<file path="config.mk">
export PLATFORM = sky130hd
export DESIGN_NAME = csync_rx
export DESIGN_NICKNAME = d
export VERILOG_FILES = /design/src/rtl/csync_pkg.sv /design/src/rtl/csync_hunt.sv /design/src/rtl/csync_framer.sv /design/src/rtl/csync_filter.sv /design/src/rtl/csync_rx.sv
export SDC_FILE = /design/constraint.sdc
export NUM_CORES = 1
export LEC_CHECK = 0
export BUFFER_PORTS_ARGS = -buffer_cell sky130_fd_sc_hd__buf_2
export CAP_MARGIN = 10
export CORE_MARGIN = 2
export CORE_UTILIZATION = 30
export CTS_BUF_LIST = sky130_fd_sc_hd__clkbuf_2 sky130_fd_sc_hd__clkbuf_4 sky130_fd_sc_hd__clkbuf_8
export CTS_CLUSTER_DIAMETER = 60
export DETAILED_ROUTE_END_ITERATION = 12
export PLACE_DENSITY_LB_ADDON = 0.2
export SYNTH_ARGS = -nofsm -noshare
export SYNTH_HDL_FRONTEND = slang
export SYNTH_SLANG_ARGS = --single-unit
</file>
<file path="constraint.sdc">
create_clock -name clk_i -period 7.1 [get_ports clk_i]
set_clock_uncertainty 0.1 [all_clocks]
set_input_delay 0.355 -clock clk_i [delete_from_list [all_inputs] [get_ports clk_i]]
set_output_delay 0.355 -clock clk_i [all_outputs]
set_load 0.01 [all_outputs]
</file>
<file path="src/rtl/csync_pkg.sv">
package csync_pkg;
  localparam int CHAR_W  = 8;
  localparam int MIN_LEN = 5;
  localparam int FRM_W   = CHAR_W + 1;
  localparam int LEN_W   = $clog2(FRM_W + 1);

  typedef enum logic [1:0] {
    PAR_NONE  = 2'd0,
    PAR_ODD   = 2'd1,
    PAR_EVEN  = 2'd2,
    PAR_FORCE = 2'd3
  } par_mode_e;

  function automatic logic [LEN_W-1:0] clamp_len(input logic [LEN_W-1:0] l);
    if (int'(l) < MIN_LEN) return LEN_W'(MIN_LEN);
    if (int'(l) > CHAR_W)  return LEN_W'(CHAR_W);
    return l;
  endfunction

  function automatic logic [CHAR_W-1:0] len_mask(input logic [LEN_W-1:0] l);
    logic [CHAR_W-1:0] m;
    for (int i = 0; i < CHAR_W; i++) m[i] = (i < int'(l));
    return m;
  endfunction

  // expected parity bit for an already masked character
  function automatic logic par_bit(input logic [CHAR_W-1:0] d, input par_mode_e m,
                                   input logic f);
    case (m)
      PAR_ODD:   return ~^d;
      PAR_EVEN:  return ^d;
      PAR_FORCE: return f;
      default:   return 1'b0;
    endcase
  endfunction
endpackage

</file>
<file path="src/rtl/csync_hunt.sv">
module csync_hunt
  import csync_pkg::*;
(
  input  logic              clk_i,
  input  logic              rst_ni,
  input  logic              clear_i,
  input  logic              shift_i,
  input  logic              bit_i,
  input  logic [LEN_W-1:0]  len_i,
  input  par_mode_e         par_mode_i,
  input  logic              par_force_i,
  input  logic [CHAR_W-1:0] syn_i,
  input  logic              two_syn_i,
  output logic              match_o
);
  localparam int HW = 2 * FRM_W;
  localparam int FW = $clog2(HW + 1);

  logic [HW-1:0]    hist_q, hist_d, pat, win, msk;
  logic [FW-1:0]    fill_q, fill_d;
  logic [FRM_W-1:0] pat1;
  logic [CHAR_W-1:0] syn_m;
  int               w, need;

  always_comb begin
    hist_d = {bit_i, hist_q[HW-1:1]};
    fill_d = (int'(fill_q) < HW) ? fill_q + 1'b1 : fill_q;
    w      = int'(len_i) + ((par_mode_i != PAR_NONE) ? 1 : 0);
    need   = two_syn_i ? 2 * w : w;
    syn_m  = syn_i & len_mask(len_i);
    pat1   = FRM_W'(syn_m);
    if (par_mode_i != PAR_NONE) pat1[len_i] = par_bit(syn_m, par_mode_i, par_force_i);
    pat = HW'(pat1);
    if (two_syn_i) pat = pat | (HW'(pat1) << w);
    // newest bit sits at the top; align the last `need` bits to bit 0
    win     = hist_d >> (HW - need);
    msk     = (HW'(1) << need) - 1'b1;
    match_o = shift_i && (int'(fill_d) >= need) && ((win & msk) == pat);
  end

  always_ff @(posedge clk_i or negedge rst_ni) begin
    if (!rst_ni) begin
      hist_q <= '0;
      fill_q <= '0;
    end else if (clear_i) begin
      hist_q <= '0;
      fill_q <= '0;
    end else if (shift_i) begin
      hist_q <= hist_d;
      fill_q <= fill_d;
    end
  end


  hunt_needs_bits_chk: assert property (@(posedge clk_i) disable iff (!rst_ni)
    match_o |-> (int'(fill_q) + 1 >= int'(len_i)));
endmodule

</file>
<file path="src/rtl/csync_framer.sv">
module csync_framer
  import csync_pkg::*;
(
  input  logic              clk_i,
  input  logic              rst_ni,
  input  logic              clear_i,
  input  logic              shift_i,
  input  logic              bit_i,
  input  logic [LEN_W-1:0]  len_i,
  input  par_mode_e         par_mode_i,
  input  logic              par_force_i,
  output logic              done_o,
  output logic [CHAR_W-1:0] char_o,
  output logic              perr_o
);
  logic [LEN_W-1:0] cnt_q, w;
  logic [FRM_W-1:0] frm_q, frm_d;
  logic             pbit;

  always_comb begin
    w     = len_i + LEN_W'(par_mode_i != PAR_NONE);
    frm_d = frm_q;
    frm_d[cnt_q] = bit_i;
    done_o = shift_i && (cnt_q == w - 1'b1);
    char_o = frm_d[CHAR_W-1:0] & len_mask(len_i);
    pbit   = frm_d[len_i];
    perr_o = (par_mode_i != PAR_NONE) && (pbit != par_bit(char_o, par_mode_i, par_force_i));
  end

  always_ff @(posedge clk_i or negedge rst_ni) begin
    if (!rst_ni) begin
      cnt_q <= '0;
      frm_q <= '0;
    end else if (clear_i || done_o) begin
      cnt_q <= '0;
      frm_q <= '0;
    end else if (shift_i) begin
      cnt_q <= cnt_q + 1'b1;
      frm_q <= frm_d;
    end
  end


  cnt_in_frame_chk: assert property (@(posedge clk_i) disable iff (!rst_ni)
    cnt_q < w);
endmodule

</file>
<file path="src/rtl/csync_filter.sv">
module csync_filter
  import csync_pkg::*;
(
  input  logic              clk_i,
  input  logic              rst_ni,
  input  logic              clear_i,
  input  logic              in_valid_i,
  input  logic [CHAR_W-1:0] in_char_i,
  input  logic              in_perr_i,
  input  logic [CHAR_W-1:0] syn_i,
  input  logic [CHAR_W-1:0] dle_i,
  input  logic [LEN_W-1:0]  len_i,
  input  logic              syn_strip_i,
  input  logic              transp_i,
  output logic              valid_o,
  output logic [CHAR_W-1:0] data_o,
  output logic              perr_o
);
  logic              valid_q, perr_q, pend_q, pend_d, keep, is_syn, is_dle;
  logic [CHAR_W-1:0] data_q, msk;

  always_comb begin
    msk    = len_mask(len_i);
    is_syn = in_char_i == (syn_i & msk);
    is_dle = in_char_i == (dle_i & msk);
    pend_d = pend_q;
    keep   = 1'b0;
    if (in_valid_i) begin
      if (transp_i && pend_q) begin
        pend_d = 1'b0;
        keep   = !is_syn;
      end else if (transp_i && is_dle) begin
        pend_d = 1'b1;
      end else begin
        keep = !(syn_strip_i && is_syn);
      end
    end
  end

  always_ff @(posedge clk_i or negedge rst_ni) begin
    if (!rst_ni) begin
      valid_q <= 1'b0;
      perr_q  <= 1'b0;
      pend_q  <= 1'b0;
      data_q  <= '0;
    end else if (clear_i) begin
      valid_q <= 1'b0;
      pend_q  <= 1'b0;
    end else begin
      valid_q <= keep;
      pend_q  <= pend_d;
      if (keep) begin
        data_q <= in_char_i;
        perr_q <= in_perr_i;
      end
    end
  end

  assign valid_o = valid_q;
  assign data_o  = data_q;
  assign perr_o  = valid_q & perr_q;


  dle_escape_chk: assert property (@(posedge clk_i) disable iff (!rst_ni)
    (in_valid_i && transp_i && !pend_q && is_dle && !clear_i) |=> !valid_o);
endmodule

</file>
<file path="src/rtl/csync_rx.sv">
module csync_rx
  import csync_pkg::*;
(
  input  logic              clk_i,
  input  logic              rst_ni,
  input  logic              bit_en_i,
  input  logic              rxd_i,
  input  logic              hunt_cmd_i,
  input  logic              ext_sync_en_i,
  input  logic              ext_sync_i,
  input  logic              two_syn_i,
  input  logic              syn_strip_i,
  input  logic              transp_i,
  input  logic [LEN_W-1:0]  char_len_i,
  input  logic [1:0]        par_mode_i,
  input  logic              par_force_i,
  input  logic [CHAR_W-1:0] syn_char_i,
  input  logic [CHAR_W-1:0] dle_char_i,
  output logic              sync_o,
  output logic              data_valid_o,
  output logic [CHAR_W-1:0] data_o,
  output logic              par_err_o
);
  logic [LEN_W-1:0]  len;
  par_mode_e         pm;
  logic              sync_q, hunt_shift, frm_shift, ext_hit, match;
  logic              fr_done, fr_perr;
  logic [CHAR_W-1:0] fr_char;

  assign len        = clamp_len(char_len_i);
  assign pm         = par_mode_e'(par_mode_i);
  assign hunt_shift = bit_en_i & ~sync_q & ~hunt_cmd_i;
  assign frm_shift  = bit_en_i &  sync_q & ~hunt_cmd_i;
  assign ext_hit    = ext_sync_en_i & ext_sync_i & ~sync_q;

  always_ff @(posedge clk_i or negedge rst_ni) begin
    if (!rst_ni)                sync_q <= 1'b0;
    else if (hunt_cmd_i)        sync_q <= 1'b0;
    else if (ext_hit || match)  sync_q <= 1'b1;
  end
  assign sync_o = sync_q;

  csync_hunt u_hunt (
    .clk_i, .rst_ni, .clear_i(hunt_cmd_i), .shift_i(hunt_shift & ~ext_hit), .bit_i(rxd_i),
    .len_i(len), .par_mode_i(pm), .par_force_i, .syn_i(syn_char_i), .two_syn_i,
    .match_o(match)
  );

  csync_framer u_framer (
    .clk_i, .rst_ni, .clear_i(hunt_cmd_i), .shift_i(frm_shift), .bit_i(rxd_i),
    .len_i(len), .par_mode_i(pm), .par_force_i,
    .done_o(fr_done), .char_o(fr_char), .perr_o(fr_perr)
  );

  csync_filter u_filter (
    .clk_i, .rst_ni, .clear_i(hunt_cmd_i), .in_valid_i(fr_done), .in_char_i(fr_char),
    .in_perr_i(fr_perr), .syn_i(syn_char_i), .dle_i(dle_char_i), .len_i(len),
    .syn_strip_i, .transp_i, .valid_o(data_valid_o), .data_o, .perr_o(par_err_o)
  );


  hunt_clears_chk: assert property (@(posedge clk_i) disable iff (!rst_ni)
    hunt_cmd_i |=> (!sync_o && !data_valid_o));

  sync_cause_chk: assert property (@(posedge clk_i) disable iff (!rst_ni)
    $rose(sync_o) |-> $past(bit_en_i || (ext_sync_en_i && ext_sync_i)));

  valid_after_bit_chk: assert property (@(posedge clk_i) disable iff (!rst_ni)
    data_valid_o |-> $past(bit_en_i && sync_o && !hunt_cmd_i));

  perr_with_valid_chk: assert property (@(posedge clk_i) disable iff (!rst_ni)
    par_err_o |-> data_valid_o);

  no_strobe_no_data_chk: assert property (@(posedge clk_i) disable iff (!rst_ni)
    !bit_en_i |=> !data_valid_o);
endmodule

</file>
# After elaboration in Yosys (flattened, before gate mapping)
# Cells that the tools add are included.
# word_totals
elab_cells	125
out_inout_bits	11
reg_bits	48
inputBits	33
# classes
reduce_logical	25
n_addsub	7
n_mux	41
n_shift	3
n_lt_le_gt_ge	16
bitwise_logic	16
eq_ne	8
# op_table
cell	n
18-bit 2-to-1 mux	3
5-bit by 32-bit adder with 32-bit output	1
6-bit by 32-bit greater-or-equal comparator with 1-bit output	1
32-bit 2-to-1 mux	1
1-bit by 32-bit left shift with 18-bit output, first input constant	1
9-bit by 32-bit left shift with 18-bit output	1
18-bit by 32-bit right shift with 18-bit output	1
6-bit by 32-bit subtractor with 32-bit output, first input constant	1
9-bit 2-to-1 mux	3
8-bit AND	3
4-bit 2-to-1 mux	6
18-bit AND	1
9-bit bitwise mux	2
18-bit == test	1
1-bit 2-to-1 mux	18
9-bit by 18-bit OR with 18-bit output	1
18-bit by 1-bit subtractor with 18-bit output, second input constant	1
8-bit == test	2
3-bit by 4-bit < comparator with 1-bit output, first input constant	4
8-bit XNOR reduction	2
8-bit parity	2
5-bit 2-to-1 mux	3
4-bit by 5-bit < comparator with 1-bit output, second input constant	2
2-bit nonzero test	5
24 further kinds	50

# Depth between registers and ports, before layout
# depth
depth_word	20
mapped_depth	26
depth_no_buf	22

# By module
# A second synthesis with hierarchy kept.
# unflattened
cells_unflattened	872
area_unflattened_um2	6846.6
# by_module_without_submodules
mod	seq_area_each_um2	cells_each	area_per_inst_um2	n_inst
csync_hunt	550.5	629	4599.4	1
csync_framer	325.3	154	1318.8	1
csync_filter	275.3	78	843.3	1
csync_rx	25.0	11	85.1	1

# Least setup slack after synthesis
# OpenSTA, ideal clock, no wires.
# synth_timing
path_kind	input -> register
start	in char_len_i[3]
end	reg sync_q (netlist: sync_o)
n_path_buf	7
required_ns	6.905
setup_ns	0.095
cell_stages	24
slack_ns	1.826
arrival_time_ns	5.079
path_cell_list	buf_4 clkbuf_1 clkbuf_1 or2_2 inv_1 ha_1 ha_1 buf_2 buf_1 nor2_1 nand2_1 ha_1 clkbuf_1 clkbuf_1 o21ai_0 a21oi_1 o211ai_1 a221oi_2 xnor2_1 nor3_1 o2111a_1 nand4_1 or4_1 o31ai_1
# synth_between
elab_chain_cells	19
elab_cells_between_ends	44
cone_classes	3 x add/sub; 13 x order compare; 1 x eq/ne; 3 x shift; 14 x mux; 3 x bitwise; 7 x reduce/logical
# synth_lines
element	line	text
from (decl)	csync_rx.sv:14	input logic [LEN_W-1:0] char_len_i,
4-bit greater-than comparator	csync_pkg.sv:16	if (int'(l) > CHAR_W) return LEN_W'(CHAR_W);
1-bit 2-to-1 mux (2 in series)	csync_pkg.sv:16	
4-bit 2-to-1 mux	csync_pkg.sv:17	return l;
4-bit 2-to-1 mux (*)	csync_pkg.sv:16	
branches (longest 11 deep; another with 5-bit by 32-bit adder with 32-bit output)	-	
1-bit logical AND (*)	csync_hunt.sv:38	match_o = shift_i && (int'(fill_d) >= need) && ((win & msk) == pat);
1-bit logical OR (*)	csync_rx.sv:39	else if (ext_hit || match) sync_q <= 1'b1;
2-bit nonzero test (no source line) (*)	-	
to (signal assigned)	csync_rx.sv:37	if (!rst_ni) sync_q <= 1'b0;
to (signal assigned)	csync_rx.sv:38	else if (hunt_cmd_i) sync_q <= 1'b0;
to (signal assigned)	csync_rx.sv:39	
to (decl)	csync_rx.sv:26	logic sync_q, hunt_shift, frm_shift, ext_hit, match;
# Every way passes the cells marked *. The select of a mux whose other input is x is not followed.
# A chain may end at the register's enable or synchronous reset.

# Worst setup path after layout
# Same ends and word-level chain as after synthesis.

==> flow_summary.json <==
{
  "p_per_area_nw_per_um2": 143.1,
  "synth-edff-count": 0,
  "setup_viol": 0,
  "die_w_um": 144.1,
  "rsz0062_at_grt": "false",
  "grt_pass1_vias": 5866,
  "cp-end-kind": "flop",
  "postCtsSetupBuffers": 0,
  "ff2ff_path_depth": 13,
  "cp_data_required_time_ps": 7220,
  "synth-main-ff-cell": "dfrtp_1",
  "routed_via_density": 5.719,
  "ys_seq_area_frac": 0.1998,
  "h-tree-depth": 2,
  "via_count": 6148,
  "r2r_slack_ps": 3300,
  "drt_iter0_drc": 538,
  "met1_usage": 0.3050,
  "postRouteAntennaNets": 0,
  "post_cts_resize_count": 0,
  "ys_types": 80,
  "critical_path_arrival_ps": 5890,
  "status": "completed",
  "min_period_ps": 5771,
  "use_met2": 0.3185,
  "nets": 857,
  "yosysTopAreaCell": "dfrtp_1",
  "post-dp-hpwl_um": 15760,
  "critical_path.max_fanout": 32,
  "crit_type": "primary input to flop",
  "clock-sinks": 47,
  "area.growth.synth_to_final_pct": 8.523,
  "synth_top_family_by_area": "simple AND/OR/NAND/NOR gates",
  "antenna_cells": 0,
  "overflow": 0,
  "async_flop_share": 1.000,
  "syn_inst": 810,
  "syn_area_um2": 5887,
  "hold_ws_ps": 31.93,
  "peakVddDrop_v": 0.00009657,
  "p_total_uw": 914.2,
  "cts.path.max_buffers": 2,
  "slew_headroom": 0.3821,
  "yosys_warnings": 0,
  "drv_slew": 0,
  "cts-root-buf": "clkbuf_8",
  "grt_util_met3": 0.01921,
  "antenna_found_initial": 0,
  "synth_adder_area_share": 0.03528,
  "synth-xor-area-share": 0.08523,
  "max_clock_freq_mhz": 173.3,
  "drive_gt1_frac": 0.1333,
  "ys_top_cells_by_area": "dfrtp_1 20%, nand2_1 9.1%, mux2i_1 7.1%",
  "gp_congestion": 0.9575,
  "grt_pass1_wl_um": 33750,
  "cts_hold_buf": 0,
  "syn_nets": 858,
  "r2r_start": "u_hunt.fill_q[3]$_DFFE_PN0P_",
  "ys_ff_latch": 47,
  "p_leak_nw": 2.554,
  "drt_first_pass_iters": 5,
  "synth.most_common_cell": "nand2_1",
  "port_buffers": 43,
  "clk_latency_ps": 310,
  "io_pins": 44,
  "synth_mux_area_frac": 0.1116,
  "hold_viol": 0,
  "die_h_um": 144.1,
  "coreArea_um2": 19330,
  "reg2reg_to": "sync_o$_DFFE_PN0P_",
  "worst_pin_slew_ps": 926.8,
  "synth_top_area_frac": 0.1998,
  "syn_avg_cell_area_um2": 7.268,
  "path_clk_slew_ps": 110,
  "grt_usage": 0.2070,
  "gr-max-usage-layer": "met2",
  "drt_wl_total_um": 21160,
  "avgRoutedWirePerCell_um": 19.68,
  "tns_ps": 0,
  "fin_crit_sh": 0.8128,
  "die_area_um2": 20760,
  "synth_simple_gate_area_frac": 0.2650,
  "synth_compound_area_frac": 0.2442,
  "post-route-drc-count": 0,
  "cap_viol_max_count": 0,
  "cts_buffers": 5,
  "worstSetupStartpointType": "primary input",
  "num_rows": 51,
  "hold_class": "primary input to async pin",
  "grt_max_degree": 48,
  "synth_common_cells": "142 x nand2_1, 67 x a21oi_1, 59 x nor2_1, 54 x o21ai_0, 47 x dfrtp_1",
  "cts_tree": "done",
  "start_util": 0.3045
}
-- power by group --
part	switching, mW	internal, mW
logic	0.256	0.133
registers	0.00509	0.271
clock network	0.107	0.143
-- cell families after synthesis --
kind of cell / after synthesis
compound gates: 223
xor+xnor: 51
fa+ha+maj: 17
buf+inv: 78
flops: 47
mux: 59
other cells: 1
simple gates: 334
-- critical path, stage by stage --
cell and delay [ps]:
buf_2 290, or2_2 390, inv_1 60, ha_1 250, ha_1 810, xnor2_2 290
nor2_2 220, nor2_1 120, inv_2 140, ha_1 350, and2_4 320, nand2_1 160
a211oi_1 300, a211oi_1 100, a221oi_1 390, xor2_1 160, nor4_2 230, nand4_1 130
or4_1 540, o31ai_1 240
-- cell usage in the layout, fill, tap and decap left out, drive strengths merged, types with 3 or more instances in the layout --
cell / netlist / layout
clkbuf: 32 / 5
mux2: 13 / 13
nand3: 32 / 32
xnor2: 27 / 27
mux4: 4 / 4
a211oi: 10 / 10
mux2i: 42 / 42
nand2b: 8 / 8
dfrtp: 47 / 47
o21ai: 56 / 56
a32oi: 4 / 4
o211ai: 12 / 12
a31oi: 16 / 16
o22ai: 6 / 6
nand4: 10 / 10
a221oi: 6 / 6
a21oi: 67 / 67
and3: 5 / 5
nor2: 62 / 62
buf: 30 / 54
nand2: 142 / 142
a21o: 5 / 5
nor4: 6 / 6
nand3b: 6 / 6
or2: 6 / 6
xor2: 23 / 23
and2: 10 / 10
nor3: 26 / 26
a21boi: 3 / 3
o31ai: 6 / 6
o32ai: 4 / 4
nor2b: 8 / 8
ha: 15 / 15
or3: 6 / 6
a31o: 4 / 4
inv: 16 / 17
a221o: 3 / 3
-- registers in the layout, indices dropped and copies added (netlist names) --
signal and count:
u_filter.perr_q 1, u_framer.cnt_q 4, sync_o 1, u_filter.data_o 8
u_filter.valid_o 1, u_framer.frm_q 9, u_hunt.hist_q 17, u_hunt.fill_q 5
u_filter.pend_q 1
-- cell type report --
cell class              count  area (um^2)
fillers                  2093        12950
clock buffers               5        68.82
repair buffers             54        297.8
well taps                 265        331.6
inverters                  16        60.06
clock inverters             3        71.32
multi-input cells         685         4383
flip-flops and latches     47         1176
-- metrics by stage --
stage               instance area (um^2)  setup WS (ps)  std cells    util
floorplan                           5887           1826        810       -
global placement                    6241           1238       1066  0.3228
detailed placement                  6241           1163       1066  0.3228
CTS                                 6381           1481       1074  0.3300
global route                        6389          944.8       1075  0.3304
finish                              6389           1329       1075  0.3304
-- metal layers --
layer,routed length (um),vias up,part of all wire
met5,0,-,0
met4,572,0,0.027
met3,1431,42,0.068
met2,9379,275,0.44
met1,9773,2904,0.46
li1,-,2927,-
-- worst max-delay path by stage --
stage	from	endpoint	depth (start not counted)
2_1_floorplan	char_len_i[3]	sync_o$_DFFE_PN0P_	24
3_3_place_gp	char_len_i[3]	sync_o$_DFFE_PN0P_	20
3_5_place_dp	char_len_i[3]	sync_o$_DFFE_PN0P_	20
4_1_cts	char_len_i[3]	sync_o$_DFFE_PN0P_	20
5_1_grt	char_len_i[3]	sync_o$_DFFE_PN0P_	20
6_report	char_len_i[3]	sync_o$_DFFE_PN0P_	20
Power figures use the tool's default switching activity.
